File: config.mk
export PLATFORM = sky130hd
export DESIGN_NAME = core_test_wrapper
export DESIGN_NICKNAME = d
export VERILOG_FILES = /design/src/rtl/wrp_pkg.sv /design/src/rtl/wrp_instr_reg.sv /design/src/rtl/wrp_bypass.sv /design/src/rtl/wrp_boundary.sv /design/src/rtl/core_test_wrapper.sv
export SDC_FILE = /design/constraint.sdc
export NUM_CORES = 1
export LEC_CHECK = 0
export BUFFER_PORTS_ARGS = -buffer_cell sky130_fd_sc_hd__clkbuf_2
export CORE_MARGIN = 8
export CORE_UTILIZATION = 37
export CTS_CLUSTER_SIZE = 28
export DETAILED_ROUTE_END_ITERATION = 10
export PLACE_DENSITY = 0.57
export SYNTH_ARGS = -nofsm -noshare
export SYNTH_HDL_FRONTEND = slang
export SYNTH_SLANG_ARGS = --single-unit
File: constraint.sdc
create_clock -name wclk -period 1.5 [get_ports wclk]
set_input_delay 0.3 -clock wclk [delete_from_list [all_inputs] [get_ports wclk]]
set_output_delay 0.3 -clock wclk [all_outputs]
set_load 0.005 [all_outputs]
File: src/rtl/wrp_pkg.sv
package wrp_pkg;
  localparam int IR_W = 3;

  localparam logic [IR_W-1:0] OP_BYPASS  = 3'd0;
  localparam logic [IR_W-1:0] OP_EXTEST  = 3'd1;
  localparam logic [IR_W-1:0] OP_PRELOAD = 3'd2;
  localparam logic [IR_W-1:0] OP_INTEST  = 3'd3;
  localparam logic [IR_W-1:0] OP_CLAMP   = 3'd4;

  typedef struct packed {
    logic chain_sel;   // boundary chain is the serial path
    logic cap_ok;      // capture loads the boundary cells
    logic drv_core;    // core inputs come from update stages
    logic drv_pins;    // chip outputs come from update stages
  } dec_t;

  function automatic dec_t decode(input logic [IR_W-1:0] op);
    dec_t d;
    d = '0;
    case (op)
      OP_EXTEST:  begin d.chain_sel = 1'b1; d.cap_ok = 1'b1; d.drv_pins = 1'b1; end
      OP_PRELOAD: begin d.chain_sel = 1'b1; end
      OP_INTEST:  begin d.chain_sel = 1'b1; d.cap_ok = 1'b1; d.drv_core = 1'b1; end
      OP_CLAMP:   begin d.drv_pins = 1'b1; end
      default:    d = '0;
    endcase
    return d;
  endfunction
endpackage

File: src/rtl/wrp_instr_reg.sv
module wrp_instr_reg
  import wrp_pkg::*;
(
  input  logic            clk,
  input  logic            rst,
  input  logic            si,
  input  logic            sel_i,
  input  logic            shift_i,
  input  logic            update_i,
  output logic            so,
  output logic [IR_W-1:0] op_q
);
  logic [IR_W-1:0] sh_q;

  always_ff @(posedge clk) begin
    if (rst) begin
      sh_q <= '0;
      op_q <= OP_BYPASS;
    end else begin
      if (sel_i && shift_i) sh_q <= {si, sh_q[IR_W-1:1]};
      if (sel_i && update_i) op_q <= sh_q;
    end
  end

  assign so = sh_q[0];

  assert_ir_shift_R2: assert property (@(posedge clk) disable iff (rst)
    (sel_i && shift_i) |=> (sh_q[IR_W-1] == $past(si)));

  assert_ir_hold_R3: assert property (@(posedge clk) disable iff (rst)
    !(sel_i && update_i) |=> $stable(op_q));
endmodule

File: src/rtl/wrp_bypass.sv
module wrp_bypass (
  input  logic clk,
  input  logic rst,
  input  logic si,
  input  logic shift_i,
  input  logic capture_i,
  output logic q
);
  always_ff @(posedge clk) begin
    if (rst)            q <= 1'b0;
    else if (shift_i)   q <= si;
    else if (capture_i) q <= 1'b0;
  end

  assert_byp_shift_R4: assert property (@(posedge clk) disable iff (rst)
    shift_i |=> (q == $past(si)));

  assert_byp_clear_R4: assert property (@(posedge clk) disable iff (rst)
    (capture_i && !shift_i) |=> !q);
endmodule

File: src/rtl/wrp_boundary.sv
module wrp_boundary #(
  parameter int N_IN  = 4,
  parameter int N_OUT = 4
) (
  input  logic                   clk,
  input  logic                   rst,
  input  logic                   si,
  input  logic                   shift_i,
  input  logic                   capture_i,
  input  logic                   update_i,
  input  logic [N_IN-1:0]        pin_in,
  input  logic [N_OUT-1:0]       core_out,
  output logic                   so,
  output logic [N_IN+N_OUT-1:0]  upd_q
);
  localparam int NC = N_IN + N_OUT;

  logic [NC:0]   lnk;
  logic [NC-1:0] func;
  logic [NC-1:0] sh_q;

  assign lnk[0] = si;
  assign func   = {core_out, pin_in};

  for (genvar k = 0; k < NC; k++) begin : g_cell
    always_ff @(posedge clk) begin
      if (rst)            sh_q[k] <= 1'b0;
      else if (shift_i)   sh_q[k] <= lnk[k];
      else if (capture_i) sh_q[k] <= func[k];
    end
    always_ff @(posedge clk) begin
      if (rst)           upd_q[k] <= 1'b0;
      else if (update_i) upd_q[k] <= sh_q[k];
    end
    assign lnk[k+1] = sh_q[k];
  end

  assign so = lnk[NC];

  assert_upd_hold_R7: assert property (@(posedge clk) disable iff (rst)
    !update_i |=> $stable(upd_q));
endmodule

File: src/rtl/core_test_wrapper.sv
module core_test_wrapper
  import wrp_pkg::*;
#(
  parameter int N_IN  = 4,
  parameter int N_OUT = 4
) (
  input  logic             wclk,
  input  logic             wrst,
  input  logic             wsi,
  input  logic             shift_en,
  input  logic             capture_en,
  input  logic             update_en,
  input  logic             sel_instr,
  input  logic [N_IN-1:0]  pin_in,
  input  logic [N_OUT-1:0] core_out,
  output logic             wso,
  output logic [N_IN-1:0]  core_in,
  output logic [N_OUT-1:0] pin_out
);
  localparam int NC = N_IN + N_OUT;

  logic [IR_W-1:0] op;
  logic            ir_so, byp_so, bnd_so;
  logic [NC-1:0]   bnd_upd;
  dec_t            dec;
  logic            data_sh, data_cap, data_upd;

  assign dec      = decode(op);
  assign data_sh  = shift_en && !sel_instr;
  assign data_cap = capture_en && !shift_en && !sel_instr;
  assign data_upd = update_en && !sel_instr;

  wrp_instr_reg u_ir (
    .clk(wclk), .rst(wrst), .si(wsi), .sel_i(sel_instr),
    .shift_i(shift_en), .update_i(update_en), .so(ir_so), .op_q(op)
  );

  wrp_bypass u_byp (
    .clk(wclk), .rst(wrst), .si(wsi),
    .shift_i(data_sh && !dec.chain_sel),
    .capture_i(data_cap && !dec.chain_sel),
    .q(byp_so)
  );

  wrp_boundary #(.N_IN(N_IN), .N_OUT(N_OUT)) u_bnd (
    .clk(wclk), .rst(wrst), .si(wsi),
    .shift_i(data_sh && dec.chain_sel),
    .capture_i(data_cap && dec.cap_ok),
    .update_i(data_upd && dec.chain_sel),
    .pin_in(pin_in), .core_out(core_out),
    .so(bnd_so), .upd_q(bnd_upd)
  );

  assign core_in = dec.drv_core ? bnd_upd[N_IN-1:0]  : pin_in;
  assign pin_out = dec.drv_pins ? bnd_upd[NC-1:N_IN] : core_out;

  always_ff @(negedge wclk) begin
    if (wrst)           wso <= 1'b0;
    else if (sel_instr) wso <= ir_so;
    else if (dec.chain_sel) wso <= bnd_so;
    else                wso <= byp_so;
  end

  assert_clamp_hold_R11: assert property (@(posedge wclk) disable iff (wrst)
    ((op == OP_CLAMP) && $past(op == OP_CLAMP)) |-> $stable(pin_out));
endmodule

==> qor.txt <==
status = finished with violations
post-route insts no fill = 226
Pwr Total = 1.09 mW
final wirelength = 3.47 mm
sequential cell area fraction in the yosys report = 0.404
vias per cell = 5.29
CP Capture Type = output port
CP top delay family = buffers and inverters
share of the clock period used by the worst path = 1.25
Synth cell types = 28
dpl ws = -0.230 ns
mux contribution to synthesized area = 0.0758
I/O Pins = 24
static leakage = 0.594 nW
Met2 Wirelength = 1.72 mm
nets = 198
ANT cells = 0
Post-Synth Simple-Gate Area = 0.229
critical path arrival = 1.57 ns
clock sinks = 24
min-delay worst type = in -> reg
via count = 1195
xor/xnor share of the synthesized area = 0.00737
Final HPWL DP = 2.50 mm
Syn Inst Count = 141
Pre-Repair DR Iteration Count = 4
Clock Latency Late Sink = 0.36 ns
Slew HR = 0.780
H-tree Lvls = 1
count leader, synth = dfxtp_1
vias in the first global route = 1248
Required @ worst endpoint = 1.20 ns
Worst-path clk slew = 0.14 ns
Fmax = 0.535 GHz
die area = 5280 sq um
net count after synthesis = 156
Total GRT Usage = 0.137
Placed Instances = 217
Synth async-reset ratio = 0
minimum clock period = 1.87 ns
Max VDD drop = 0.365 mV
Avg WL per Cell = 15.3 um
CTS tree = built
Setup-failing EPs final = 18
Max clock buf depth = 2
Final WS setup = -0.370 ns
GP Congestion = 0.734
synth cell count leaders = 24 x dfxtp_1, 23 x nand3_1, 15 x a21oi_1
die width = 72.7 um
Synth Register Bits = 24
first-pass GRT wire length = 5.76 mm
Compound-Gate Fraction of Synth Area = 0.227
Post-Synth Adder-Cell Area = 0
Syn Area/Cell = 8.43 sq um
CP Class = reg -> out
detailed-route DRC error count = 0
met3 WL = 165 um
Top FF cell, synth = dfxtp_1
Initial Util = 0.389
GRT overflow = 0
Core Area = 3050 sq um
WHS = 0.248 ns
leading area contributor after synthesis = dfxtp_1
largest net degree at the start of global routing = 24
initial DRC count = 74
worst path cell trace = buf_6, xnor2_4, nor2_2, buf_6, mux2_4, buf_6
actual slew at the worst max-slew pin = 0.330 ns
top sig layer = met4
antenna viol nets, final = 0
critical path's slowest cell = dfxtp_4
skew final = 0.0545 ns
row cnt = 20
Syn-to-layout area delta = 38.8%
WP buf/inv = 3
RSZ-0062 raised after global routing = yes
violated checks = setup timing
power per cell area = 659 nW/um^2
mapped cell area = 1190 sq um
Post-synth EDFFs = 0
largest family of logic cells by synthesized area = simple AND/OR/NAND/NOR gates
top cells by area, synth = dfxtp_1 40%, nand3_1 9.7%, a311oi_1 6.6%
Die Y = 72.7 um
Fillers = 301
Worst path most repeated cell = buf_6
layout cells sized above 1 = 0.445
PortBufs = 23
final max-slew violation count = 0
max incr delay on CP = 0.37 ns
post-synth top area share = 0.404
met1 WL = 1.54 mm
crit-path max FO = 4
Max Cap Violations = 0
startpoint type of the worst setup path = flip-flop
Synth warnings = 0
Root Buffer = clkbuf_4
CTS buffer count = 3
final hold violation count = 0
antenna violations before repair = 0
[layer usage]
layer,global-route usage,vias up
li1,-,609
met4,0.0400,0
met5,0,-
met2,0.245,28
met3,0.0234,4
met1,0.161,554
[what timing repair did]
item	CTS	global route
hold endpoints to repair	0	0
resized for setup	28	6
setup endpoints to repair	18	19
buffers inserted	6	1
hold buffers	0	0
pin swaps	13	5
[layout make-up]
| class | instances | area (sq um) | area share |
|---|---|---|---|
| Multi-Input combinational cell | 103 | 739 | 0.448 |
| Sequential cell | 24 | 490 | 0.297 |
| Timing Repair Buffer | 48 | 328 | 0.199 |
| Tap cell | 44 | 55.1 | 0.0334 |
| Clock buffer | 3 | 22.5 | 0.0136 |
| Clock inverter | 2 | 7.51 | 0.00455 |
| Inverter | 2 | 7.51 | 0.00455 |
[sequential cells by signal, indices dropped and copies added, names as in the netlist]
signal	flops
u_bnd.lnk	7
u_bnd.so	1
u_bnd.upd_q	8
u_byp.q	1
u_ir.op_q	3
u_ir.sh_q	3
wso	1
[cells in the final DEF (no fill, tap or decap), types with 3 or more instances in the layout]
cell type	n
buf_6	6
clkbuf_4	3
o21ai_0	8
a311oi_1	8
buf_4	20
a21oi_1	15
nand3_1	22
dfxtp_1	20
clkbuf_2	22
o21ai_2	8
nor3_1	8
nand2_1	10
mux2_4	4
mux2_2	4
[tightest hold or removal path: stages]
cell	delay, ns
clkbuf_2	0.09
nand3_1	0.06
a311oi_1	0.08
[cells by family after synthesis]
group / after synthesis
xor gates and xnor gates: 1
buffers and inverters: 14
and+or+nand+nor: 51
DFF: 24
AOI/OAI and AO/OA: 43
muxes: 8
[metrics by stage]
step	cell area [sq um]	setup TNS, ns	util
after global placement	1460	-0.786	0.477
after global routing	1650	-4.81	0.541
after detailed placement	1460	-1.28	0.477
final	1650	-3.61	0.541
after floorplan	1200	-0.351	-
after CTS	1640	-3.68	0.536
[path summary, 6_finish.rpt]
check | slack [ns] | cells after the start | from | end
min | 0.25 | 3 | core_out[1] | u_bnd.lnk[6]$_SDFFE_PP0P_
min reg2reg | 0.48 | 2 | u_bnd.upd_q[2]$_SDFFE_PP0P_ | u_bnd.upd_q[2]$_SDFFE_PP0P_
max | -0.37 | 6 | u_ir.op_q[0]$_SDFFE_PP0P_ | pin_out[1]
max reg2reg | -0.27 | 4 | u_ir.op_q[2]$_SDFFE_PP0P_ | wso$_SDFF_NP0_
[where the power goes]
group	switching [mW]	internal (mW)
logic	0.0784	0.0654
clock network	0.200	0.101
registers	0.00365	0.640
Power figures use the tool's default switching activity.
